===== config.mk =====
export PLATFORM = sky130hd
export DESIGN_NAME = seg_access_eval
export DESIGN_NICKNAME = d
export VERILOG_FILES = /design/src/rtl/seg_cache_pkg.sv /design/src/rtl/seg_access_eval.sv
export SDC_FILE = /design/constraint.sdc
export NUM_CORES = 1
export LEC_CHECK = 0
export ABC_AREA = 1
export BUFFER_PORTS_ARGS = -buffer_cell sky130_fd_sc_hd__buf_2
export CAP_MARGIN = 5
export CELL_PAD_IN_SITES_DETAIL_PLACEMENT = 0
export CELL_PAD_IN_SITES_GLOBAL_PLACEMENT = 1
export CORE_AREA = 4 4 101 103
export DETAILED_ROUTE_END_ITERATION = 12
export DIE_AREA = 0 0 105 107
export PLACE_DENSITY_LB_ADDON = 0.1
export SLEW_MARGIN = 10
export SYNTH_ARGS = -nofsm -noshare
export SYNTH_HDL_FRONTEND = slang
export SYNTH_SLANG_ARGS = --single-unit

===== constraint.sdc =====
create_clock -name vclk -period 3.15
set_input_delay 0.7875 -clock vclk [all_inputs]
set_output_delay 0.7875 -clock vclk [all_outputs]
set_load 0.05 [all_outputs]

===== src/rtl/seg_cache_pkg.sv =====
package seg_cache_pkg;
    localparam int RIGHTS_W   = 32;
    localparam int PAGE_SHIFT = 12;
    localparam int SMALL_W    = 16;
    localparam int VEC_W      = 8;

    // rights word field positions
    localparam int P_BIT  = 23;
    localparam int PL_HI  = 22;
    localparam int PL_LO  = 21;
    localparam int S_BIT  = 20;
    localparam int X_BIT  = 19;
    localparam int EC_BIT = 18;
    localparam int WR_BIT = 17;
    localparam int G_BIT  = 14;
    localparam int D_BIT  = 13;

    localparam logic [VEC_W-1:0] VEC_NONE    = 8'd0;
    localparam logic [VEC_W-1:0] VEC_ABSENT  = 8'd11;
    localparam logic [VEC_W-1:0] VEC_PROTECT = 8'd13;

    typedef enum logic [1:0] {
        ACC_READ  = 2'd0,
        ACC_WRITE = 2'd1,
        ACC_EXEC  = 2'd2,
        ACC_RSVD  = 2'd3
    } acc_kind_e;

    typedef struct packed {
        logic       present;
        logic [1:0] dpl;
        logic       codedata;
        logic       exe;
        logic       dir_conf;
        logic       wr_rd;
        logic       big;
    } seg_rights_t;

    function automatic seg_rights_t decode_rights(input logic [PL_HI:PL_LO] pl,
                                                  input logic p, input logic s,
                                                  input logic x, input logic ec,
                                                  input logic wr, input logic d);
        seg_rights_t r;
        r.present  = p;
        r.dpl      = pl;
        r.codedata = s;
        r.exe      = x;
        r.dir_conf = ec;
        r.wr_rd    = wr;
        r.big      = d;
        return r;
    endfunction
endpackage


===== src/rtl/seg_access_eval.sv =====
module seg_access_eval
    import seg_cache_pkg::*;
#(
    parameter int AW      = 32,
    parameter int CS_SLOT = 1
) (
    input  logic [AW-1:0] base,
    input  logic [AW-1:0] limit,
    input  seg_rights_t   rights,
    input  logic [AW-1:0] offset,
    input  logic [1:0]    kind,
    input  logic [1:0]    cpl,
    output logic [AW-1:0] lin,
    output logic          fault
);
    logic exp_down, limit_bad, type_bad, priv_bad, code_as_data, conforming;

    always_comb begin
        lin          = base + offset;
        exp_down     = !rights.exe && rights.dir_conf;
        conforming   = rights.exe && rights.dir_conf;
        code_as_data = (CS_SLOT != 0) && !rights.exe && rights.wr_rd;

        if (exp_down)
            limit_bad = (offset <= limit) || (!rights.big && (|offset[AW-1:SMALL_W]));
        else
            limit_bad = offset > limit;

        case (acc_kind_e'(kind))
            ACC_READ:  type_bad = rights.exe && !rights.wr_rd;
            ACC_WRITE: type_bad = rights.exe || !rights.wr_rd;
            ACC_EXEC:  type_bad = !rights.exe && !code_as_data;
            default:   type_bad = 1'b1;
        endcase

        priv_bad = !conforming && (cpl > rights.dpl);
        fault    = !rights.present || !rights.codedata || limit_bad || type_bad || priv_bad;
    end
endmodule


==> reports/qor.csv <==
stage;metric;value;unit
timing;min_period_over_period;103.5;%
floorplan;dieArea;11240;um^2
global_routing;grt_pass1_vias;4070;
finish;synthToLayoutAreaGrowth;101.7;%
timing;rsz0062_at_grt;true;
synthesis;synth_top_area_share;28.07;%
detailed_routing;drt_iter0_markers;107;
floorplan;design.portCount;141;
synthesis;yosysTopAreaCell;ha_1;
placed_design;post-place-ws;-324.2;ps
timing;setup_viol;12;
critical_path;worstPathRequired;2360;ps
critical_path;cp-start-kind;input port;
synthesis;ys_seq_area_share;0;%
floorplan;die_h;107;um
timing;finalHoldViolations;0;
critical_path;cpMaxStageDelayCell;fa_2;
floorplan;fp.coreArea;9196;um^2
finish;fillers;853;
critical_path;cpPeakStageDelay;360;ps
critical_path;crit_type;in -> out;
global_routing;grt_start_max_net_pins;6;
finish;ff_latch_area;0;um^2
critical_path;crit_fanout;4;
finish;post-route-util;63.55;%
outcome;outcome;complete, but fails checks;
synthesis;synth.distinct_cells;26;
pwr;power_leakage;3.011;nW
timing;tightest_slew;371.2;ps
synthesis;synth_area_leaders;ha_1, nand2_1, inv_1;
pwr;power.density;259.4;nW/um^2
finish;layout-drive-gt1-share;54.96;%
floorplan;initial_core_util;31.51;%
detailed_routing;postRouteAntennaNets;0;
worst_hold_path;min_path_type;in -> out;
global_routing;grt_usage;18.37;%
critical_path;crit_family;compound AO/OA/AOI/OAI gates;
synthesis;yosysMostFrequentCell;nand2_1;
timing;period_needed;3259;ps
outcome;violations;setup timing;
finish;multi_input_area;3607;um^2
detailed_routing;wl_per_cell;13.18;um
critical_path;cp_num_buf_inv;3;
placed_design;io_buffers;141;
synthesis;syn_avg_cell_area;5.772;um^2
timing;hold_slack;1994;ps
cts;hold_buffers;0;
placed_design;hpwl;9.642;mm
timing;max_slew_margin;75.02;%
synthesis;synth_common_cells;nand2_1, inv_1, ha_1;
timing;slew_viol_final;0;
placed_design;place.gp.congestion;0.8584;
detailed_routing;vias;4026;
pwr;vdd_drop_max;0.1293;mV
critical_path;crit_path_end_kind;primary output;
synthesis;yosys_warnings;0;
synthesis;synth_area;2898;um^2
detailed_routing;via_per_inst;4.698;
global_routing;grt_overflow_total;0;
floorplan;die_w;105;um
global_routing;antenna_found_initial;0;
finish;clock_buffer_count;0;
detailed_routing;dr.pass1.iters;4;
finish;nets;922;
finish;antenna_cells;0;
global_routing;grt_pass1_wl;17.51;mm
floorplan;rows;35;
detailed_routing;wl;11.30;mm
timing;finalWorstSetupSlack;-109.4;ps
timing;timing.fmax;0.3068;GHz
critical_path;crit_chain;buf_6, ha_4, inv_4, fa_2, o21ai_4, a21oi_4, o21ai_4, nand2_1, nand2_2, xor2_2, buf_6;
finish;design.seq.count;0;
synthesis;synthCells;502;
run;maxCapViolCount;0;
synthesis;synth_fp_nets;676;
critical_path;cp.arrival;2470;ps
detailed_routing;drc;0;
-- final timing paths --
kind	startpoint	end	slack, ps	cells after the start
worst max-delay path	base[0]	lin[18]	-110	11
worst min-delay path	base[31]	lin[31]	1990	5
-- layer usage --
layer	GRT usage (%)	up-vias	routed length, um
met5	0	-	0
met4	0.4686	0	58
met3	1.325	6	525
met2	34.51	95	5540
met1	24.22	1792	5173
li1	-	2133	-
-- what timing repair did --
action,in CTS,in global routing
pin swaps,42,47
buffers inserted,5,3
setup endpoints to repair,27,24
gates resized for setup,131,128
-- cell usage in the layout, fill, tap and decap left out, drive strengths merged --
cell type and n:
nand3b 1, a21oi 56, nand4 8, buf 244, a21boi 3, nor4 4
o21bai 11, nand2 126, nor3 4, nor2 42, nor3b 1, inv 98
o21a 3, nand3 21, a221oi 1, a21o 6, o211ai 2, xnor2 7
o32ai 1, fa 1, o21ai 25, ha 65, xor2 16
-- layout make-up --
class              instances  area share, %
repair buffers           244          29.57
inverters                 98          6.337
multi-input cells        404          61.72
well taps                111          2.376
-- power breakdown --
| part | leakage [nW] | total, mW | internal, mW | switching, mW |
|---|---|---|---|---|
| registers | 0 | 0 | 0 | 0 |
| logic | 3.01 | 1.52 | 0.649 | 0.866 |
| clock network | 0 | 0 | 0 | 0 |
-- through the flow --
stage,std cells,power [mW],TNS [ps],cell area [um^2]
after detailed placement,854,1.198,-5136,4690
after CTS,856,1.380,-690.1,5290
after global routing,857,1.630,-1916,5844
after global placement,854,1.186,-4458,4690
after floorplan,502,0.7660,-263.5,3094
final,857,1.516,-636.9,5844
-- cell families after synthesis --
logic type,synth area share (%)
simple gates,29.36
fa+ha+maj,28.76
compound gates,22.24
xor+xnor,6.952
buf+inv,12.69
Note: power is estimated with default switching activity, not from simulation.
